`config.mk`:
```
export PLATFORM = sky130hd
export DESIGN_NAME = wwd_timer
export DESIGN_NICKNAME = d
export VERILOG_FILES = /design/src/rtl/wwd_pkg.sv /design/src/rtl/wwd_prescale.sv /design/src/rtl/wwd_feed_seq.sv /design/src/rtl/wwd_timer.sv
export SDC_FILE = /design/constraint.sdc
export NUM_CORES = 1
export LEC_CHECK = 0
export BUFFER_PORTS_ARGS = -buffer_cell sky130_fd_sc_hd__buf_2
export CAP_MARGIN = 20
export CORE_ASPECT_RATIO = 0.6
export CORE_UTILIZATION = 54
export CTS_CLUSTER_DIAMETER = 120
export DETAILED_ROUTE_END_ITERATION = 10
export GPL_TIMING_DRIVEN = 0
export PLACE_DENSITY_LB_ADDON = 0.1
export SETUP_SLACK_MARGIN = 0.02
export SLEW_MARGIN = 5
export SYNTH_ARGS = -nofsm -noshare
export SYNTH_HDL_FRONTEND = slang
export SYNTH_SLANG_ARGS = --single-unit
```
`constraint.sdc`:
```
create_clock -name clk -period 2.4 [get_ports clk]
set_input_delay 0.12 -clock clk [delete_from_list [all_inputs] [get_ports clk]]
set_output_delay 0.12 -clock clk [all_outputs]
set_load 0.03 [all_outputs]
```
`src/rtl/wwd_pkg.sv`:
```
package wwd_pkg;

    typedef enum logic [2:0] {
        A_CTRL   = 3'd0,
        A_RELOAD = 3'd1,
        A_FEED   = 3'd2,
        A_WARN   = 3'd3,
        A_WIN    = 3'd4
    } reg_addr_e;

    typedef enum logic {
        FS_IDLE = 1'b0,
        FS_KEY1 = 1'b1
    } feed_st_e;

    localparam logic [7:0] FEED_KEY1 = 8'hAA;
    localparam logic [7:0] FEED_KEY2 = 8'h55;

    localparam int CB_EN   = 0;
    localparam int CB_RSTM = 1;
    localparam int CB_TOF  = 2;
    localparam int CB_WINT = 3;
    localparam int CB_PROT = 4;

    typedef struct packed {
        logic prot;
        logic rst_mode;
        logic en;
    } mode_t;

    localparam mode_t MODE_OFF = '{prot: 1'b0, rst_mode: 1'b0, en: 1'b0};

endpackage

```
`src/rtl/wwd_prescale.sv`:
```
module wwd_prescale #(
    parameter int PRESC = 4
) (
    input  logic clk,
    input  logic rst,
    input  logic clr,
    input  logic run,
    output logic tick
);
    localparam int PW = (PRESC > 1) ? $clog2(PRESC) : 1;
    localparam logic [PW-1:0] LAST = PW'(PRESC - 1);

    logic [PW-1:0] pre_q;

    assign tick = run && (pre_q == LAST);

    always_ff @(posedge clk) begin
        if (rst || clr || !run) begin
            pre_q <= '0;
        end else if (tick) begin
            pre_q <= '0;
        end else begin
            pre_q <= pre_q + 1'b1;
        end
    end

    // count steps are spaced by the prescaler, never back to back
    a_r2_tick_spacing: assert property (@(posedge clk) disable iff (rst)
        tick |=> !tick);

endmodule

```
`src/rtl/wwd_feed_seq.sv`:
```
module wwd_feed_seq
    import wwd_pkg::*;
(
    input  logic       clk,
    input  logic       rst,
    input  logic       clr,
    input  logic       wr_ok,
    input  logic       is_feed,
    input  logic [7:0] wbyte,
    output logic       feed_ok,
    output logic       seq_err
);
    feed_st_e st_q;
    logic     key2_hit;

    assign key2_hit = is_feed && (wbyte == FEED_KEY2);

    always_comb begin
        feed_ok = wr_ok && (st_q == FS_KEY1) && key2_hit;
        seq_err = wr_ok && (st_q == FS_KEY1) && !key2_hit;
    end

    always_ff @(posedge clk) begin
        if (rst || clr) begin
            st_q <= FS_IDLE;
        end else if (wr_ok) begin
            if (st_q == FS_IDLE && is_feed && wbyte == FEED_KEY1) begin
                st_q <= FS_KEY1;
            end else begin
                st_q <= FS_IDLE;
            end
        end
    end

    // after any write that follows a first key, the sequence starts over
    a_r9_seq_restarts: assert property (@(posedge clk) disable iff (rst)
        (st_q == FS_KEY1 && wr_ok) |=> (st_q == FS_IDLE));

endmodule

```
`src/rtl/wwd_timer.sv`:
```
module wwd_timer
    import wwd_pkg::*;
#(
    parameter int CNT_W  = 24,
    parameter int WARN_W = 10,
    parameter int PRESC  = 4,
    parameter int MIN_TC = 255
) (
    input  logic             clk,
    input  logic             rst,
    input  logic             wr_en,
    input  logic [2:0]       wr_addr,
    input  logic [CNT_W-1:0] wr_data,
    output logic             wd_rst_o,
    output logic             warn_irq_o,
    output logic             tof_o,
    output logic             en_o,
    output logic [CNT_W-1:0] count_o
);
    localparam int PW = (PRESC > 1) ? $clog2(PRESC) : 1;
    localparam logic [PW-1:0]    HOLD_LAST = PW'(PRESC - 1);
    localparam logic [CNT_W-1:0] TC_MIN    = CNT_W'(MIN_TC);

    reg_addr_e         addr;
    mode_t             mode_q;
    logic [CNT_W-1:0]  cnt_q, tc_q, win_q;
    logic [WARN_W-1:0] warn_q;
    logic [PW-1:0]     hold_q;
    logic              armed_q, tof_q, wint_q, rst_q;

    logic              wr_ok, ctrl_wr, tc_wr, tick;
    logic              feed_ok, seq_err, feed_load, feed_bad;
    logic              timeout, wd_evt, warn_hit;
    logic [CNT_W-1:0]  warn_ext, cnt_dec, tc_clamped;

    assign addr       = reg_addr_e'(wr_addr);
    assign wr_ok      = wr_en && !rst_q;
    assign ctrl_wr    = wr_ok && (addr == A_CTRL);
    assign warn_ext   = CNT_W'(warn_q);
    assign cnt_dec    = cnt_q - 1'b1;
    assign tc_clamped = (wr_data < TC_MIN) ? TC_MIN : wr_data;
    assign tc_wr      = wr_ok && (addr == A_RELOAD) && (!mode_q.prot || (cnt_q <= warn_ext));
    assign feed_load  = feed_ok && (cnt_q <= win_q);
    assign feed_bad   = feed_ok && (cnt_q > win_q);
    assign timeout    = armed_q && tick && (cnt_q == '0);
    assign warn_hit   = armed_q && tick && (cnt_q != '0) && (cnt_dec == warn_ext);
    assign wd_evt     = mode_q.en && mode_q.rst_mode && (timeout || seq_err || feed_bad);

    wwd_prescale #(.PRESC(PRESC)) u_pre (
        .clk  (clk),
        .rst  (rst),
        .clr  (feed_load || wd_evt),
        .run  (armed_q),
        .tick (tick)
    );

    wwd_feed_seq u_feed (
        .clk     (clk),
        .rst     (rst),
        .clr     (wd_evt),
        .wr_ok   (wr_ok),
        .is_feed (addr == A_FEED),
        .wbyte   (wr_data[7:0]),
        .feed_ok (feed_ok),
        .seq_err (seq_err)
    );

    always_ff @(posedge clk) begin
        if (rst || wd_evt) begin
            mode_q  <= MODE_OFF;
            cnt_q   <= TC_MIN;
            tc_q    <= TC_MIN;
            win_q   <= '1;
            warn_q  <= '0;
            armed_q <= 1'b0;
            wint_q  <= 1'b0;
            tof_q   <= !rst;
            rst_q   <= !rst;
            hold_q  <= HOLD_LAST;
        end else begin
            if (rst_q) begin
                if (hold_q == '0) rst_q <= 1'b0;
                else              hold_q <= hold_q - 1'b1;
            end
            if (ctrl_wr) begin
                mode_q.en       <= mode_q.en       | wr_data[CB_EN];
                mode_q.rst_mode <= mode_q.rst_mode | wr_data[CB_RSTM];
                mode_q.prot     <= mode_q.prot     | wr_data[CB_PROT];
                if (wr_data[CB_TOF])  tof_q  <= 1'b0;
                if (wr_data[CB_WINT]) wint_q <= 1'b0;
            end
            if (tc_wr)                          tc_q   <= tc_clamped;
            if (wr_ok && addr == A_WARN)        warn_q <= wr_data[WARN_W-1:0];
            if (wr_ok && addr == A_WIN)         win_q  <= wr_data;
            if (feed_load) begin
                cnt_q   <= tc_q;
                armed_q <= mode_q.en;
            end else if (armed_q && tick) begin
                if (cnt_q == '0) begin
                    cnt_q <= tc_q;
                    tof_q <= 1'b1;
                end else begin
                    cnt_q <= cnt_dec;
                end
            end
            if (warn_hit) wint_q <= 1'b1;
        end
    end

    assign wd_rst_o   = rst_q;
    assign warn_irq_o = wint_q;
    assign tof_o      = tof_q;
    assign en_o       = mode_q.en;
    assign count_o    = cnt_q;

    // while the reset request is out, the enable has been wiped
    a_r5_rst_clears_en: assert property (@(posedge clk) disable iff (rst)
        rst_q |-> !mode_q.en);

    // only a watchdog or hardware reset drops the enable
    a_r7_en_sticky: assert property (@(posedge clk) disable iff (rst)
        (mode_q.en && !wd_evt) |=> mode_q.en);

    // the warning flag holds until cleared by a write of 1
    a_r6_irq_sticky: assert property (@(posedge clk) disable iff (rst)
        (wint_q && !wd_evt && !(ctrl_wr && wr_data[CB_WINT])) |=> wint_q);

    // an idle counter moves only through a feed or a watchdog reset
    a_r2_idle_hold: assert property (@(posedge clk) disable iff (rst)
        (!armed_q && !feed_load && !wd_evt) |=> $stable(cnt_q));

    // a protected reload value ignores writes above the warning level
    a_r10_protect: assert property (@(posedge clk) disable iff (rst)
        (mode_q.prot && wr_ok && addr == A_RELOAD && cnt_q > warn_ext && !wd_evt)
        |=> $stable(tc_q));

endmodule

```
==> results of run 1 <==
-- power by group through the flow --
stage / registers (mW) / logic [mW] / clock network [mW]
floorplan: 1.63 / 0.126 / 0
global placement: 1.63 / 0.208 / 0
detailed placement: 1.63 / 0.213 / 0
CTS: 1.58 / 0.259 / 1.47
global route: 1.58 / 0.329 / 1.53
finish: 1.58 / 0.314 / 1.47
-- final cells by class --
cell class	instances	share of cell area [%]
flip-flops and latches	94	25.1
multi-input cells	513	50.2
plain buffers	35	4.23
clock inverters	6	1.06
repair buffers	118	12.2
clock buffers	10	2.93
well taps	135	2.16
inverters	44	2.12
-- cells in the final DEF, fill, tap and decap left out, types with 6 or more instances in the layout --
| cell type | n |
|---|---|
| clkbuf_16 | 13 |
| buf_12 | 7 |
| xnor2_1 | 16 |
| a31oi_1 | 6 |
| nor2_2 | 7 |
| and3b_1 | 8 |
| dfxtp_4 | 20 |
| a21oi_1 | 43 |
| inv_1 | 39 |
| clkbuf_1 | 9 |
| dfxtp_1 | 72 |
| nand4_1 | 17 |
| o21ai_0 | 33 |
| mux2i_1 | 29 |
| a22o_1 | 7 |
| ha_1 | 25 |
| buf_8 | 10 |
| nor4_1 | 10 |
| ha_4 | 12 |
| o21ai_1 | 15 |
| nor2_1 | 64 |
| buf_6 | 13 |
| nor2b_1 | 9 |
| o211ai_1 | 28 |
| nand2_1 | 58 |
| buf_4 | 41 |
| buf_2 | 57 |
| nand3_1 | 8 |
-- stage by stage --
step                worst slack, ns  total power [mW]  TNS [ns]  area (µm²)  hold WS (ns)
floorplan                  -0.00865              1.76   -0.0173        5740         0.189
global placement             -0.584              1.84    -39.85        6190         0.320
detailed placement           -0.613              1.85    -39.48        6190         0.333
CTS                          -0.199              3.31     -7.27        7330        0.0535
global route                 -0.398              3.44    -23.77        7810        0.0810
finish                       -0.291              3.37    -16.95        7810        0.0581
-- layer usage --
| layer | vias up | wire (µm) | global-route usage (%) | part of all wire (%) |
|---|---|---|---|---|
| met5 | - | 5 | 0 | 0.023 |
| met4 | 2 | 612 | 10.6 | 2.8 |
| met3 | 88 | 2660 | 7.93 | 12 |
| met2 | 431 | 9190 | 56.4 | 42 |
| met1 | 2960 | 9640 | 55.3 | 44 |
| li1 | 2773 | - | - | - |
-- cells by family after synthesis --
logic type | Yosys count
DFF | 94
muxes | 31
adders and majority gates | 38
and+or+nand+nor | 240
xor gates and xnor gates | 18
buffers and inverters | 81
AOI/OAI and AO/OA | 184
-- registers in the layout, summed over array words and instances, names as in the netlist --
signal       cells
win_q           24
warn_irq_o       1
tc_q            24
wd_rst_o         1
hold_q           2
mode_q           2
armed_q          1
count_o         24
en_o             1
u_pre.pre_q      2
warn_q          10
tof_o            1
u_feed.st_q      1
-- critical path, cell delays in order (launching register included) --
cell,delay [ns]
dfxtp_4,0.39
ha_1,0.34
nand2_1,0.13
nor3_2,0.27
nand2_4,0.11
o211ai_1,0.27
nor3b_4,0.11
buf_4,0.16
o311ai_4,0.29
buf_12,0.20
a21oi_4,0.07
a22o_1,0.24
-- path summary, 6_finish.rpt --
path / slack, ns / endpoint / cells after the start / startpoint
worst max-delay path: -0.29 / count_o[9] / 11 / count_o[11]
worst min-delay path: 0.06 / tc_q[22] / 3 / wr_data[22]
worst max register to register: -0.29 / count_o[9] / 11 / count_o[11]
worst min register to register: 0.46 / count_o[1] / 2 / tc_q[1]
-- what timing repair did --
action | 4_1_cts | 5_1_grt
endpoints found under the hold margin | 2 | 0
gates cloned | 4 | 5
resized for setup | 97 | 75
hold buffers | 1 | 0
setup buffers | 37 | 17
setup endpoints to repair | 94 | 93
pin swaps | 29 | 31
==> metrics.cfg, run 1 <==
[routing]
ant_nets=0
routed_wl_um=22100
wl_per_cell_um=23.1
drc=0
dr.pass1.iters=5
num_vias=6254
drt-initial-drc-count=776
vias_per_cell=6.55

[global_routing]
grt_pass1_wl_um=31000
grt_pass1_vias=5505
grt_max_degree=18
grt-ovfl-total=0
antenna_found_initial=1
grt_usage_pct=38.0

[synth]
ys_seq_elements=94
synth_common_cells=94 x dfxtp_1, 70 x nor2_1, 63 x nand2_1
syn_inst=686
synthMuxAreaShare_pct=5.49
synth_compound_area_share_pct=21.3
avgSynthCellArea_um2=8.23
synth_simple_gate_area_share_pct=22.8
synth_edf_count=0
async_flop_share_pct=0
synthXorXnorAreaFrac_pct=2.79
synth.most_common_cell=dfxtp_1
synth_fp_nets=754
yosys.area_share.adder_pct=8.42
yosys.area.top_type=dfxtp_1
synth_area_um2=5650
synth_ff_type=dfxtp_1
netlist.area_leader.share_pct=33.3
synthTopCellsByArea=dfxtp_1 33%, ha_1 8.4%, mux2i_1 5.5%
ys_types=64
synth_top_family_by_area=simple AND/OR/NAND/NOR gates
synth_warnings=0
yosysSeqAreaShare_pct=33.3

[place]
dp.final_hpwl_um=14200
placedCellCount=878
io_buffer_count=57
place_congestion=0.944

[worst_setup_path]
critPathMaxFanout=9
crit_type=flop to flop
start_kind=flop
crit_required_ns=2.63
worstPathArrival_ns=2.93
cp-end-kind=flop

[clock_tree]
cts-root-buf=clkbuf_16
path_clk_slew_ns=0.07
clk_latency_ns=0.34
tritoncts=done
htreeDepth=3
clk_path_buf_depth=2
numCtsBuffers=9
numClockSinks=94

[timing]
fin_crit_ns=2.69
tightest_slew_ns=0.822
setup_viol=93
hold_violations=0
setup_ws_ns=-0.291
fin_worst_skew_ns=0.00692
max_freq_ghz=0.372
rsz0062_at_grt=yes
maxSlewViolCount=0
relSlewSlack_pct=44.7
finalCritPeriodShare_pct=112

[pwr]
leakage_nw=3.33
internal_power_mw=2.53
power.switching_uw=836
seqPwrFrac_pct=47.0
pwr-share-comb_pct=9.3
peakVddDrop_uv=480
power.density_nw_per_um2=431
swShare_pct=24.8
p_clk_share_pct=43.7

[floorplan]
die_x_um=134
die_height_um=81.2
rows=28
fp.dieArea_um2=10900
fp.coreArea_um2=10000
pin_count=58
initial_core_util_pct=56.4

[finish]
multi_input_area_um2=3920
fill_cells=657
register_area_um2=1960
nNetsFinal=883
area_growth_pct=38.2
fin_util_pct=77.9
antenna_cells=0
drive_gt1_share_pct=31.8
fin_cells=955

[flow_run]
drv_cap=0

[status]
violations=negative setup slack
status=finished with violations

[hold_path]
hold_path.class=input pin to flop

Note: power is estimated with default switching activity, not from simulation.
==> run 2, diff against run 1 <==
Settings changed: ABC_AREA set to 1, CORE_UTILIZATION 54 to 57, SYNTH_HIERARCHICAL set to 1.
Clock period 2.4 ns to 3.19 ns, I/O delays scaled along.
==> run 2 against run 1 <==
Compared with the run above: the run ends with design-rule violations left; flip-flop and latch count unchanged; fmax rose by 6.8%; critical path type unchanged; design area fell by 9.5%; count of clock-buffer cells in the layout grew 1.
==> metrics.cfg, run 2 <==
[routing]
drt-initial-drc-count=805  ; was 776
drc=2  ; was 0
wl_per_cell_um=16.4  ; was 23.1 µm
dr.pass1.iters=8  ; was 5
ant_nets=0  ; unchanged
vias_per_cell=5.50  ; was 6.55
routed_wl_um=20000  ; was 22100 µm
num_vias=6689  ; was 6254

[global_routing]
grt_pass1_vias=5659  ; was 5505
grt_pass1_wl_um=30900  ; was 31000 µm
grt_max_degree=15  ; was 18
grt-ovfl-total=0  ; unchanged
grt_usage_pct=35.1  ; was 38.0%
antenna_found_initial=1  ; unchanged

[synth]
yosys.area.top_type=dfxtp_1  ; unchanged
yosysSeqAreaShare_pct=29.7  ; was 33.3%
synth_edf_count=0  ; unchanged
synth_area_um2=6340  ; was 5650 µm²
ys_seq_elements=94  ; unchanged
synthTopCellsByArea=dfxtp_1 30%, nand2_1 18%, nand3_1 9.7%  ; was dfxtp_1 33%, ha_1 8.4%, mux2i_1 5.5%
syn_inst=1006  ; was 686
avgSynthCellArea_um2=6.31  ; was 8.23 µm²
netlist.area_leader.share_pct=29.7  ; was 33.3%
synth_warnings=6  ; was 0
synth_common_cells=300 x nand2_1, 123 x nand3_1, 118 x nor2_1  ; was 94 x dfxtp_1, 70 x nor2_1, 63 x nand2_1
ys_types=36  ; was 64
synth_fp_nets=1074  ; was 754
synth_ff_type=dfxtp_1  ; unchanged
synth.most_common_cell=nand2_1  ; was dfxtp_1
async_flop_share_pct=0  ; unchanged

[timing]
max_freq_ghz=0.397  ; was 0.372 GHz
finalCritPeriodShare_pct=79.0  ; was 112%
maxSlewViolCount=0  ; unchanged
tightest_slew_ns=0.593  ; was 0.822 ns
holdWs_ns=0.0651  ; was 0.0581 ns
relSlewSlack_pct=60.5  ; was 44.7%
hold_violations=0  ; unchanged
setup_viol=0  ; was 93
rsz0062_at_grt=no  ; was yes
fin_worst_skew_ns=0.00735  ; was 0.00692 ns
fin_tns_setup_ns=0  ; was -16.95 ns
fin_crit_ns=2.52  ; was 2.69 ns

[worst_setup_path]
crit_type=flop to flop  ; unchanged
critPathMaxFanout=10  ; was 9
worstPathCellList=ha_1, nand2_1, inv_1, nor2_1, o21a_1, nand2_1, nand2_1, nand3_2, nand3_1, nand2_1, nand2_2, buf_2, inv_1, nor2_1, nand2_1, a21oi_2  ; was ha_1, nand2_1, nor3_2, nand2_4, o211ai_1, nor3b_4, buf_4, o311ai_4, buf_12, a21oi_4, a22o_1
cp_num_buf_inv=3  ; was 2
path_common_cell=nand2_1
critPathSlowestCell=dfxtp_1  ; was dfxtp_4
cp-end-kind=flop  ; unchanged
worstPathArrival_ns=2.80  ; was 2.93 ns
cp_top_family=simple AND/OR/NAND/NOR gates  ; was compound AO/OA/AOI/OAI gates
crit_required_ns=3.48  ; was 2.63 ns
critical-path-max-stage-delay_ns=0.64  ; was 0.39 ns
start_kind=flop  ; unchanged

[place]
placedCellCount=1202  ; was 878
place_congestion=0.975  ; was 0.944
dp.final_hpwl_um=16000  ; was 14200 µm
io_buffer_count=57  ; unchanged

[clock_tree]
path_clk_slew_ns=0.07  ; about the same
cts-root-buf=clkbuf_16  ; unchanged
cts_hold_buf=0  ; was 1
cts_resized=0  ; was 97
post-cts-setup-buffers=0  ; was 37
clk_path_buf_depth=2  ; unchanged
numCtsBuffers=9  ; unchanged
tritoncts=done  ; unchanged
numClockSinks=94  ; unchanged
clk_latency_ns=0.35  ; was 0.34 ns
htreeDepth=3  ; unchanged

[floorplan]
die_x_um=138  ; was 134 µm
pin_count=58  ; unchanged
die_height_um=83.7  ; was 81.2 µm
initial_core_util_pct=59.3  ; was 56.4%
rows=29  ; was 28
fp.dieArea_um2=11600  ; was 10900 µm²
fp.coreArea_um2=10700  ; was 10000 µm²

[status]
status=finished with violations  ; unchanged
violations=design-rule violations  ; was negative setup slack

[pwr]
power.density_nw_per_um2=339  ; was 431 nW/µm²
peakVddDrop_uv=256  ; was 480 µV
leakage_nw=3.82  ; was 3.33 nW

[finish]
final_common_cell=nand2_1  ; was dfxtp_1
drive_gt1_share_pct=12.4  ; was 31.8%
antenna_cells=0  ; unchanged
multi_input_area_um2=3780  ; was 3920 µm²
fill_cells=1041  ; was 657
fin_cells=1216  ; was 955
final_cell_mix=300 x nand2_1, 123 x nand3_1, 118 x nor2_1, 112 x inv_1, 94 x dfxtp_1  ; was 72 x dfxtp_1, 64 x nor2_1, 58 x nand2_1, 57 x buf_2, 43 x a21oi_1
area_growth_pct=11.4  ; was 38.2%
nNetsFinal=1142  ; was 883
register_area_um2=1880  ; was 1960 µm²

[flow_run]
drv_cap=0  ; unchanged

[hold_path]
hold_path.class=input pin to flop  ; unchanged

==> run 2: path summary, 6_finish.rpt <==
check,startpoint,end,slack [ns],cells past startpoint
max,count_o[7],u_feed/st_q,0.67,16
min,rst,tof_o,0.07,2
max reg2reg,count_o[7],u_feed/st_q,0.67,16
min reg2reg,u_pre/pre_q[0],u_pre/pre_q[0],0.42,1
==> run 2: stage by stage <==
step | total power, mW | area [µm²] | worst slack (ns) | utilization [%]
2_1_floorplan | 1.34 | 6340 | 1.06 | -
6_report | 2.40 | 7070 | 0.671 | 66.0
3_3_place_gp | 1.41 | 6800 | 0.806 | 63.6
5_1_grt | 2.47 | 7070 | 0.438 | 66.0
3_5_place_dp | 1.41 | 6800 | 0.777 | 63.6
4_1_cts | 2.39 | 7070 | 0.753 | 66.0
==> run 2: logic make-up after synthesis <==
| group | share of synthesized area [%] |
|---|---|
| AND/OR/NAND/NOR | 41.9 |
| XOR/XNOR | 1.24 |
| flip-flops | 29.7 |
| buffers and inverters | 10.7 |
| AO/OA/AOI/OAI | 9.01 |
| adder cells (fa/ha/maj) | 7.49 |
==> run 2: area by class of cell <==
type / instances / area share, %
repair buffers: 57 / 4.04
multi-input cells: 758 / 53.5
flip-flops and latches: 94 / 26.6
plain buffers: 38 / 3.38
inverters: 116 / 6.23
clock buffers: 11 / 3.43
well taps: 139 / 2.46
clock inverters: 3 / 0.301
==> run 2: layer usage <==
metal,GRT usage (%),wire length [µm],vias up,part of all wire (%)
li1,-,-,3339,-
met4,4.90,114,2,0.57
met2,46.3,7270,361,36
met1,55.0,9730,2975,49
met3,10.8,2830,12,14
met5,0,13,-,0.065
==> run 2: power breakdown <==
part	internal [mW]	total, mW	switching, mW	leakage [nW]
sequential	1.20	1.21	0.0114	0.762
combinational	0.0620	0.186	0.124	2.93
clock	0.543	1.00	0.462	0.128
total	1.80	2.40	0.597	3.82
==> run 2: worst register-to-register path, cell delays in order (launching register included) <==
cell and delay (ns):
dfxtp_1 0.64, ha_1 0.34, nand2_1 0.06, inv_1 0.04, nor2_1 0.08, o21a_1 0.13
nand2_1 0.08, nand2_1 0.08, nand3_2 0.10, nand3_1 0.09, nand2_1 0.07, nand2_2 0.08
buf_2 0.28, inv_1 0.08, nor2_1 0.12, nand2_1 0.07, a21oi_2 0.09
